`src/rtl/user_ldst_pkg.sv`:
```
package user_ldst_pkg;

    localparam int XLEN            = 32;
    localparam int LANES           = XLEN / 8;
    localparam int LANE_AW         = $clog2(LANES);
    localparam int IMM_W           = 12;
    localparam int SHAMT_W         = 5;
    localparam int OFFS_MODE_MAX   = 255;
    localparam int POST_WIDE_MAX   = 4095;
    localparam int POST_NARROW_MAX = 255;

    typedef enum logic [1:0] {
        AM_OFFS     = 2'd0,
        AM_POST_IMM = 2'd1,
        AM_POST_REG = 2'd2,
        AM_RSVD     = 2'd3
    } amode_e;

    typedef enum logic [1:0] {
        SK_LSL = 2'd0,
        SK_LSR = 2'd1,
        SK_ASR = 2'd2,
        SK_ROR = 2'd3
    } shkind_e;

    typedef enum logic [2:0] {
        SZ_UB = 3'd0,
        SZ_SB = 3'd1,
        SZ_UH = 3'd2,
        SZ_SH = 3'd3,
        SZ_W  = 3'd4
    } asize_e;

    typedef struct packed {
        logic [XLEN-1:0] addr;
        logic [XLEN-1:0] wb_value;
        logic            wb_needed;
        logic            illegal;
    } agen_res_t;

    function automatic logic size_known(input logic [2:0] sz);
        return sz <= 3'(SZ_W);
    endfunction

    function automatic logic size_signed(input logic [2:0] sz);
        return (sz == 3'(SZ_SB)) || (sz == 3'(SZ_SH));
    endfunction

    function automatic logic size_wide(input logic [2:0] sz);
        return (sz == 3'(SZ_UB)) || (sz == 3'(SZ_W));
    endfunction

    function automatic logic size_byte(input logic [2:0] sz);
        return (sz == 3'(SZ_UB)) || (sz == 3'(SZ_SB));
    endfunction

    function automatic logic size_half(input logic [2:0] sz);
        return (sz == 3'(SZ_UH)) || (sz == 3'(SZ_SH));
    endfunction

endpackage

```
`src/rtl/uldst_shifter.sv`:
```
module uldst_shifter
    import user_ldst_pkg::*;
(
    input  logic [XLEN-1:0]    val_i,
    input  logic [1:0]         kind_i,
    input  logic [SHAMT_W-1:0] amt_i,
    input  logic               carry_i,
    input  logic               bypass_i,
    output logic [XLEN-1:0]    val_o
);
    logic [XLEN-1:0] lsl_v, lsr_v, asr_v, ror_v;
    logic            amt_zero;

    assign amt_zero = (amt_i == '0);

    always_comb begin
        lsl_v = val_i << amt_i;
        lsr_v = amt_zero ? '0 : (val_i >> amt_i);
        asr_v = amt_zero ? {XLEN{val_i[XLEN-1]}}
                         : XLEN'($signed(val_i) >>> amt_i);
        ror_v = amt_zero ? {carry_i, val_i[XLEN-1:1]}
                         : ((val_i >> amt_i) | (val_i << (XLEN - int'(amt_i))));
    end

    always_comb begin
        if (bypass_i) begin
            val_o = val_i;
        end else begin
            unique case (shkind_e'(kind_i))
                SK_LSL:  val_o = lsl_v;
                SK_LSR:  val_o = lsr_v;
                SK_ASR:  val_o = asr_v;
                default: val_o = ror_v;
            endcase
        end
    end
endmodule

```
`src/rtl/uldst_addr_calc.sv`:
```
module uldst_addr_calc
    import user_ldst_pkg::*;
(
    input  logic             store_i,
    input  logic [1:0]       mode_i,
    input  logic             sub_i,
    input  logic [2:0]       size_i,
    input  logic [XLEN-1:0]  base_i,
    input  logic [IMM_W-1:0] imm_i,
    input  logic [XLEN-1:0]  shifted_i,
    input  logic             offreg_is_pc_i,
    output agen_res_t        res_o
);
    logic [XLEN-1:0] imm_ext;
    logic [XLEN-1:0] post_off;
    logic            range_bad;
    logic            enc_bad;
    amode_e          mode;

    assign mode    = amode_e'(mode_i);
    assign imm_ext = XLEN'(imm_i);

    always_comb begin
        range_bad = 1'b0;
        unique case (mode)
            AM_OFFS:     range_bad = (imm_i > IMM_W'(OFFS_MODE_MAX));
            AM_POST_IMM: range_bad = size_wide(size_i)
                                   ? (imm_i > IMM_W'(POST_WIDE_MAX))
                                   : (imm_i > IMM_W'(POST_NARROW_MAX));
            default:     range_bad = 1'b0;
        endcase
    end

    always_comb begin
        enc_bad = (mode == AM_RSVD)
               || !size_known(size_i)
               || (store_i && size_signed(size_i))
               || ((mode == AM_POST_REG) && offreg_is_pc_i);
    end

    assign post_off = (mode == AM_POST_REG) ? shifted_i : imm_ext;

    always_comb begin
        res_o.illegal   = enc_bad || range_bad;
        res_o.wb_needed = (mode == AM_POST_IMM) || (mode == AM_POST_REG);
        res_o.addr      = (mode == AM_OFFS) ? (base_i + imm_ext) : base_i;
        res_o.wb_value  = sub_i ? (base_i - post_off) : (base_i + post_off);
    end
endmodule

```
`src/rtl/uldst_lane_fmt.sv`:
```
module uldst_lane_fmt
    import user_ldst_pkg::*;
(
    input  logic               st_store_i,
    input  logic [LANE_AW-1:0] st_lane_i,
    input  logic [2:0]         st_size_i,
    input  logic [XLEN-1:0]    st_data_i,
    output logic [LANES-1:0]   be_o,
    output logic [XLEN-1:0]    wdata_o,
    input  logic [LANE_AW-1:0] ld_lane_i,
    input  logic [2:0]         ld_size_i,
    input  logic [XLEN-1:0]    rdata_i,
    output logic [XLEN-1:0]    ld_result_o
);
    for (genvar i = 0; i < LANES; i++) begin : g_lane
        logic hit;
        logic [7:0] src;
        always_comb begin
            if (size_byte(st_size_i)) begin
                hit = (st_lane_i == LANE_AW'(i));
                src = st_data_i[7:0];
            end else if (size_half(st_size_i)) begin
                hit = (st_lane_i[LANE_AW-1] == ((i / 2) == 1));
                src = st_data_i[8*(i%2) +: 8];
            end else begin
                hit = 1'b1;
                src = st_data_i[8*i +: 8];
            end
        end
        assign be_o[i]          = hit;
        assign wdata_o[8*i +: 8] = st_store_i ? src : 8'h00;
    end

    logic [7:0]  ld_byte;
    logic [15:0] ld_half;

    assign ld_byte = rdata_i[8*ld_lane_i +: 8];
    assign ld_half = ld_lane_i[LANE_AW-1] ? rdata_i[31:16] : rdata_i[15:0];

    always_comb begin
        unique case (ld_size_i)
            3'(SZ_UB): ld_result_o = XLEN'(ld_byte);
            3'(SZ_SB): ld_result_o = {{(XLEN-8){ld_byte[7]}}, ld_byte};
            3'(SZ_UH): ld_result_o = XLEN'(ld_half);
            3'(SZ_SH): ld_result_o = {{(XLEN-16){ld_half[15]}}, ld_half};
            default:   ld_result_o = rdata_i;
        endcase
    end
endmodule

```
`src/rtl/user_ldst_agen.sv`:
```
module user_ldst_agen
    import user_ldst_pkg::*;
(
    input  logic             clk,
    input  logic             rst,
    input  logic             req_valid_i,
    input  logic             req_store_i,
    input  logic [1:0]       req_mode_i,
    input  logic             req_sub_i,
    input  logic [2:0]       req_size_i,
    input  logic [31:0]      base_i,
    input  logic [11:0]      imm_i,
    input  logic [31:0]      offreg_i,
    input  logic             offreg_is_pc_i,
    input  logic [1:0]       shift_kind_i,
    input  logic [4:0]       shift_amt_i,
    input  logic             carry_i,
    input  logic [31:0]      st_data_i,
    input  logic [31:0]      rdata_i,
    output logic             mem_valid_o,
    output logic             mem_we_o,
    output logic             mem_user_o,
    output logic [31:0]      mem_addr_o,
    output logic [3:0]       mem_be_o,
    output logic [31:0]      mem_wdata_o,
    output logic             wb_en_o,
    output logic [31:0]      wb_value_o,
    output logic             err_o,
    output logic [31:0]      ld_result_o
);
    localparam logic PRIV_USER = 1'b1;

    logic [XLEN-1:0]  shifted;
    agen_res_t        ag;
    logic [LANES-1:0] be_nxt;
    logic [XLEN-1:0]  wdata_nxt;

    logic             valid_q, we_q, user_q, wb_en_q, err_q;
    logic [XLEN-1:0]  addr_q, wb_q, wdata_q;
    logic [LANES-1:0] be_q;
    logic [2:0]       size_q;

    uldst_shifter u_shift (
        .val_i    (offreg_i),
        .kind_i   (shift_kind_i),
        .amt_i    (shift_amt_i),
        .carry_i  (carry_i),
        .bypass_i (!size_wide(req_size_i)),
        .val_o    (shifted)
    );

    uldst_addr_calc u_addr (
        .store_i        (req_store_i),
        .mode_i         (req_mode_i),
        .sub_i          (req_sub_i),
        .size_i         (req_size_i),
        .base_i         (base_i),
        .imm_i          (imm_i),
        .shifted_i      (shifted),
        .offreg_is_pc_i (offreg_is_pc_i),
        .res_o          (ag)
    );

    uldst_lane_fmt u_lane (
        .st_store_i  (req_store_i),
        .st_lane_i   (ag.addr[LANE_AW-1:0]),
        .st_size_i   (req_size_i),
        .st_data_i   (st_data_i),
        .be_o        (be_nxt),
        .wdata_o     (wdata_nxt),
        .ld_lane_i   (addr_q[LANE_AW-1:0]),
        .ld_size_i   (size_q),
        .rdata_i     (rdata_i),
        .ld_result_o (ld_result_o)
    );

    always_ff @(posedge clk) begin
        if (rst) begin
            valid_q <= 1'b0;
            err_q   <= 1'b0;
            wb_en_q <= 1'b0;
            we_q    <= 1'b0;
            user_q  <= 1'b0;
            addr_q  <= '0;
            wb_q    <= '0;
            wdata_q <= '0;
            be_q    <= '0;
            size_q  <= 3'(SZ_W);
        end else begin
            valid_q <= req_valid_i && !ag.illegal;
            err_q   <= req_valid_i && ag.illegal;
            wb_en_q <= req_valid_i && !ag.illegal && ag.wb_needed;
            if (req_valid_i) begin
                we_q    <= req_store_i;
                user_q  <= PRIV_USER;
                addr_q  <= ag.addr;
                wb_q    <= ag.wb_value;
                wdata_q <= wdata_nxt;
                be_q    <= be_nxt;
                size_q  <= req_size_i;
            end
        end
    end

    assign mem_valid_o = valid_q;
    assign mem_we_o    = we_q;
    assign mem_user_o  = user_q;
    assign mem_addr_o  = addr_q;
    assign mem_be_o    = be_q;
    assign mem_wdata_o = wdata_q;
    assign wb_en_o     = wb_en_q;
    assign wb_value_o  = wb_q;
    assign err_o       = err_q;
endmodule

```
`config.mk`:
```
export PLATFORM = sky130hd
export DESIGN_NAME = user_ldst_agen
export DESIGN_NICKNAME = d
export VERILOG_FILES = /design/src/rtl/user_ldst_pkg.sv /design/src/rtl/uldst_shifter.sv /design/src/rtl/uldst_addr_calc.sv /design/src/rtl/uldst_lane_fmt.sv /design/src/rtl/user_ldst_agen.sv
export SDC_FILE = /design/constraint.sdc
export NUM_CORES = 1
export LEC_CHECK = 0
export ABC_AREA = 1
export BUFFER_PORTS_ARGS = -buffer_cell sky130_fd_sc_hd__buf_2
export CORE_ASPECT_RATIO = 1.1
export CORE_MARGIN = 4
export CORE_UTILIZATION = 51
export DETAILED_ROUTE_END_ITERATION = 6
export HOLD_SLACK_MARGIN = 0.08
export PLACE_DENSITY_LB_ADDON = 0.25
export RECOVER_POWER = 50
export REMOVE_ABC_BUFFERS = 1
export SETUP_SLACK_MARGIN = 0.15
export SYNTH_ARGS = -nofsm -noshare
export SYNTH_HDL_FRONTEND = slang
export SYNTH_SLANG_ARGS = --single-unit
```
`constraint.sdc`:
```
create_clock -name clk -period 12.9 [get_ports clk]
set_input_delay 1.29 -clock clk [delete_from_list [all_inputs] [get_ports clk]]
set_output_delay 1.29 -clock clk [all_outputs]
set_load 0.005 [all_outputs]
```
After elaboration in Yosys (flattened, before gate mapping) --
Cells that the tools add are included.
Cells by class: shifts and indexed selects 5, eq/ne operators 15, reduce and logical (&&, ||, !) cells 22, magnitude comparators 3, bitwise logic cells 2, $add $sub $neg 4, multiplexer cells 27
Operators by type and width (count):
- two-way mux 32 bit | 7
- one-hot mux 32 bit (4 select lines) | 1
- one-hot mux 32 bit (3 select lines) | 1
- two-way mux 8 bit | 9
- adder 32 x 12 -> 32 bit | 1
- adder 32 bit | 1
- OR 32 bit | 1
- variable part select 32 x 6 -> 8 bit | 1
- left shift 32 x 32 -> 32 bit | 1
- left shift 32 x 5 -> 32 bit | 1
- right shift 32 x 5 -> 32 bit | 1
- >>> shifter 32 x 5 -> 32 bit | 1
- subtractor 32 bit | 1
- two-way mux 16 bit | 1
- == test 3 x 2 -> 1 bit (second input constant) | 4
- greater-than comparator 12 bit (second input constant) | 1
- greater-than comparator 12 x 8 -> 1 bit (second input constant) | 1
- == test 2 bit (second input constant) | 5
- logical OR 1 bit | 9
- two-way mux 1 bit | 7
- subtractor 6 x 5 -> 7 bit (first input constant) | 1
- == test 2 x 1 -> 1 bit (second input constant) | 3
- == test 3 x 1 -> 1 bit (second input constant) | 2
- zero test 2 bit | 3
- other kinds (8) | 14
Word-level totals: input port bits 159, logic and storage cells 88, register bits after elaboration 108, output and inout port bits 137

Logic depth before layout (Yosys ltp) --
depth after elaboration 9, depth in mapped cells 46, gate-level depth less buffers 42

Modules after synthesis --
Synthesis repeated with hierarchy kept, for this count alone.
Second synthesis, totals: cell total of the unflattened synthesis 3342, area total of the unflattened synthesis 16995.0 um^2
By module, submodules not included:
- uldst_shifter | area each 6486.2 um^2, instances 1, cells each 1416, seq. area each 0.0 um^2
- uldst_addr_calc | area each 4757.1 um^2, instances 1, cells each 963, seq. area each 0.0 um^2
- user_ldst_agen | area each 4365.4 um^2, instances 1, cells each 670, seq. area each 2162.1 um^2
- uldst_lane_fmt | area each 1386.3 um^2, instances 1, cells each 293, seq. area each 0.0 um^2

Worst setup path after synthesis --
No wires, ideal clock.
path kind input to register, from input shift_amt_i[1], to register wb_q[24], in the netlist wb_value_o[24], setup time 0.116 ns, stages 33, buffers on the path 6, data required time 12.784 ns, slack 6.822 ns, arrival time 5.961 ns, path through buf_6 > inv_4 > buf_6 > buf_6 > buf_2 > ha_1 > nand2_1 > nor2_1 > ha_1 > clkbuf_1 > a21oi_1 > clkbuf_1 > nand2_1 > nand3_1 > o21bai_1 > nand2_1 > nor2_1 > inv_1 > o21ai_0 > xor2_1 > ha_1 > a21o_1 > a21oi_1 > o21ai_1 > a21boi_0 > o21ai_1 > a21boi_0 > o21ai_1 > a21oi_1 > or2_1 > nand3_1 > o211ai_1 > inv_1
Between the ends: cells in the longest elaborated chain, start to end 9, elaborated cells on any way between the ends 16, those cells by class 3 x add/sub; 4 x shift; 7 x mux; 1 x bitwise; 1 x reduce/logical
Ends and longest elaborated chain:
- start: declaration | RTL line user_ldst_agen.sv:16 | input logic [4:0] shift_amt_i,
- subtractor 6 x 5 -> 7 bit | RTL line uldst_shifter.sv:22 | : ((val_i >> amt_i) | (val_i << (XLEN - int'(amt_i))));
- left shift 32 x 32 -> 32 bit | RTL line uldst_shifter.sv:22
- OR 32 bit | RTL line uldst_shifter.sv:22
- two-way mux 32 bit | RTL line uldst_shifter.sv:21 | ror_v = amt_zero ? {carry_i, val_i[XLEN-1:1]}
- one-hot mux 32 bit (3 select lines) (*) | RTL line uldst_shifter.sv:29 | unique case (shkind_e'(kind_i))
- two-way mux 32 bit (*) | RTL line uldst_shifter.sv:26 | if (bypass_i) begin
- two-way mux 32 bit (*) | RTL line uldst_addr_calc.sv:41 | assign post_off = (mode == AM_POST_REG) ? shifted_i : imm_ext;
- adder 32 bit / subtractor 32 bit (equally long branches) | RTL line uldst_addr_calc.sv:47 | res_o.wb_value = sub_i ? (base_i - post_off) : (base_i + post_off);
- two-way mux 32 bit (*) | RTL line uldst_addr_calc.sv:47
- end signal: assignment | RTL line user_ldst_agen.sv:97 | wb_q <= ag.wb_value;
- end: declaration | RTL line user_ldst_agen.sv:39 | logic [XLEN-1:0] addr_q, wb_q, wdata_q;
Every way passes the cells marked *; elsewhere a longest branch is shown, timed or not. A chain may end at the register's enable or synchronous reset.

Final worst setup path --
from input shift_amt_i[1], to register wb_q[23], in the netlist wb_value_o[23]
Same word-level chain as after synthesis.

==> results.sh <==
export IMPL_status="finished, violations left"
export IMPL_violations="design-rule violations, max-capacitance violations, max-slew violations"
export IMPL_relSlewSlack=-1.13
export IMPL_syn_to_final_growth_pct=10.2
export IMPL_grtUsageTotal=0.384
export IMPL_cts_resized=0
export IMPL_hold_buffers=0
export IMPL_worstSetupEndpointType="flop"
export IMPL_clkTransAtPathRegs_ns=0.08
export IMPL_synth_most_common_cell="nand2_1"
export IMPL_grt_pass1_wl_um=101000
export IMPL_io_buffers=295
export IMPL_worstPathArrival_ns=8.54
export IMPL_die_w_um=172
export IMPL_grt_pass1_vias=18600
export IMPL_rsz0062_at_grt="false"
export IMPL_critPathMaxFanout=71
export IMPL_worstSetupPathType="in -> reg"
export IMPL_ys_types=62
export IMPL_synth_area_per_cell_um2=5.50
export IMPL_fin_crit_sh=0.639
export IMPL_grt_ovfl_total=0
export IMPL_synth_area_leaders="nand2_1 19%, nand3_1 18%, dfxtp_1 14%"
export IMPL_firstDrtPassIters=7
export IMPL_gp_congestion=1.08
export IMPL_cts_tree="yes"
export IMPL_synth_top_family_by_area="simple AND/OR/NAND/NOR gates"
export IMPL_required_ns=13.20
export IMPL_period_needed_ns=8.24
export IMPL_post_cts_buffers=0
export IMPL_startpoint_type="input pin"
export IMPL_cts_htree_levels=3
export IMPL_hold_path_class="reg -> reg"
export IMPL_grt_antenna_before_repair=3
export IMPL_drive_gt1_frac=0.119
export IMPL_fmax_ghz=0.121
export IMPL_synthFlopType="dfxtp_1"
export IMPL_p_leak_nw=8.46
export IMPL_ant_nets=0
export IMPL_numClockSinks=108
export IMPL_path_delay_family="buffers and inverters"
export IMPL_drv_slew=68
export IMPL_fill_cells=3073
export IMPL_seq_area_um2=2160
export IMPL_synthXorXnorAreaFrac=0.0343
export IMPL_crit_path_max_incr_delay_ns=0.83
export IMPL_synthArstFlopShare=0
export IMPL_num_rows=65
export IMPL_drc=2
export IMPL_synth_common_cells="769 x nand2_1, 531 x nand3_1, 217 x nor2_1"
export IMPL_worst_slew_pin_slew_ns=3.19
export IMPL_hold_violations=0
export IMPL_die_area_um2=32400
export IMPL_tns_ns=0
export IMPL_final_setup_skew_ns=0
export IMPL_ys_ff_latch=108
export IMPL_preCtsSetupSlack_ns=4.51
export IMPL_final_cells=3283
export IMPL_final_cell_area_um2=16600
export IMPL_fin_util=0.574
export IMPL_synth_warnings=0
export IMPL_cts_inserted_buffers=9
export IMPL_synth_top_cell_by_area="nand2_1"
export IMPL_io_pin_count=296
export IMPL_wirelength_um=65800
export IMPL_dpl_cell_count=3266
export IMPL_synth_edf_count=0
export IMPL_cpMostUsedCell="nand2_1"
export IMPL_nets=3120
export IMPL_clockRootBuffer="clkbuf_16"
export IMPL_drt_iter0_markers=2434
export IMPL_muxShareOfSynthArea=0
export IMPL_yosys_area_share_adder=0.0441
export IMPL_drv_cap=1
export IMPL_timing_critical_path_buf_inv=7
export IMPL_wl_per_cell_um=20.0
export IMPL_viasPerCell=6.17
export IMPL_crit_slowest_cell="inv_1"
export IMPL_finalWorstSetupSlack_ns=4.66
export IMPL_num_vias=20300
export IMPL_placed_area_um2=16400
export IMPL_finalSetupViolations=0
export IMPL_coreArea_um2=29000
export IMPL_synth_compound_area_frac=0.177
export IMPL_multi_input_area_um2=11300
export IMPL_die_h_um=188
export IMPL_grt_max_degree=82
export IMPL_yosys_area_share_simple=0.494
export IMPL_initial_core_util=0.521
export IMPL_netlist_instances=2740
export IMPL_clock_path_buffers=2
export IMPL_worstSkewPairLatency_ns=0.35
export IMPL_vdd_drop_max_mv=0.0669
export IMPL_synth_top_cell_area_share=0.191
export IMPL_dpl_hpwl_um=50700
export IMPL_syn_cell_area_um2=15100
export IMPL_seq_area_frac_synth=0.143
export IMPL_powerDensity_nw_per_um2=81.0
per-layer routing:
metal  track usage  up-vias  part of all wire
met1         0.493     9086              0.38
met2         0.611     1349              0.45
met3        0.0682      273              0.11
met5             0        -           0.00020
met4         0.197        2             0.060
li1              -     9541                 -
cell families (layout without fill, tap and decap cells):
kind of cell | count (synthesis) | count (layout)
AOI/OAI and AO/OA | 470 | 470
xor gates and xnor gates | 59 | 59
other | 0 | 2
and+or+nand+nor | 1670 | 1670
DFF | 108 | 108
buffers and inverters | 381 | 554
adders and majority gates | 52 | 52
final timing paths:
kind                                start                           to  slack, ns  depth (start not counted)
setup / recovery           shift_amt_i[1]  wb_value_o[23]$_SDFFE_PP0P_       4.66                         36
hold / removal    mem_user_o$_SDFFE_PP0P_      mem_user_o$_SDFFE_PP0P_       0.46                          2
setup reg to reg   size_q[2]$_SDFFE_PP1P_       size_q[2]$_SDFFE_PP1P_      11.44                          2
hold reg to reg   mem_user_o$_SDFFE_PP0P_      mem_user_o$_SDFFE_PP0P_       0.46                          2
metrics by stage:
step / hold WS (ns) / power, mW
floorplan: 0.451 / 0.807
global placement: 0.443 / 1.06
detailed placement: 0.448 / 1.06
CTS: 0.465 / 1.33
global route: 0.485 / 1.43
finish: 0.464 / 1.35
tightest hold or removal path, delay by kind of cell, from the launching register on:
kind,cells,cell delay [ns]
DFF,1,0.33
and+or+nand+nor,2,0.10
final cells by class:
type	instances	area share
inverters	220	0.0501
repair buffers	319	0.0941
flip-flops and latches	108	0.130
clock inverters	6	0.00354
multi-input cells	2251	0.681
diodes	2	0.000301
clock buffers	9	0.0135
well taps	368	0.0277
layout by cell type (no fill, tap or decap), types with 38 or more instances in the layout:
cell type and count:
a21oi_1 187, o211ai_1 38, nand3_1 531, nand2_1 769, xor2_1 39, nor2_1 216
buf_2 221, o21ai_0 149, dfxtp_1 108, clkbuf_1 74, inv_1 207, ha_1 50
flip-flops by register name, indices dropped and copies added (netlist names):
name         flops
wb_value_o      32
wb_en_o          1
mem_user_o       1
mem_addr_o      32
mem_valid_o      1
mem_we_o         1
size_q           3
mem_be_o         4
err_o            1
mem_wdata_o     32
where the power goes:
part	total, mW	internal (mW)	leakage (nW)	switching, mW
Clock	0.269	0.134	0.136	0.134
Sequential	0.376	0.359	0.892	0.0163
Combinational	0.703	0.226	7.43	0.477
Note: power is estimated with default switching activity, not from simulation.
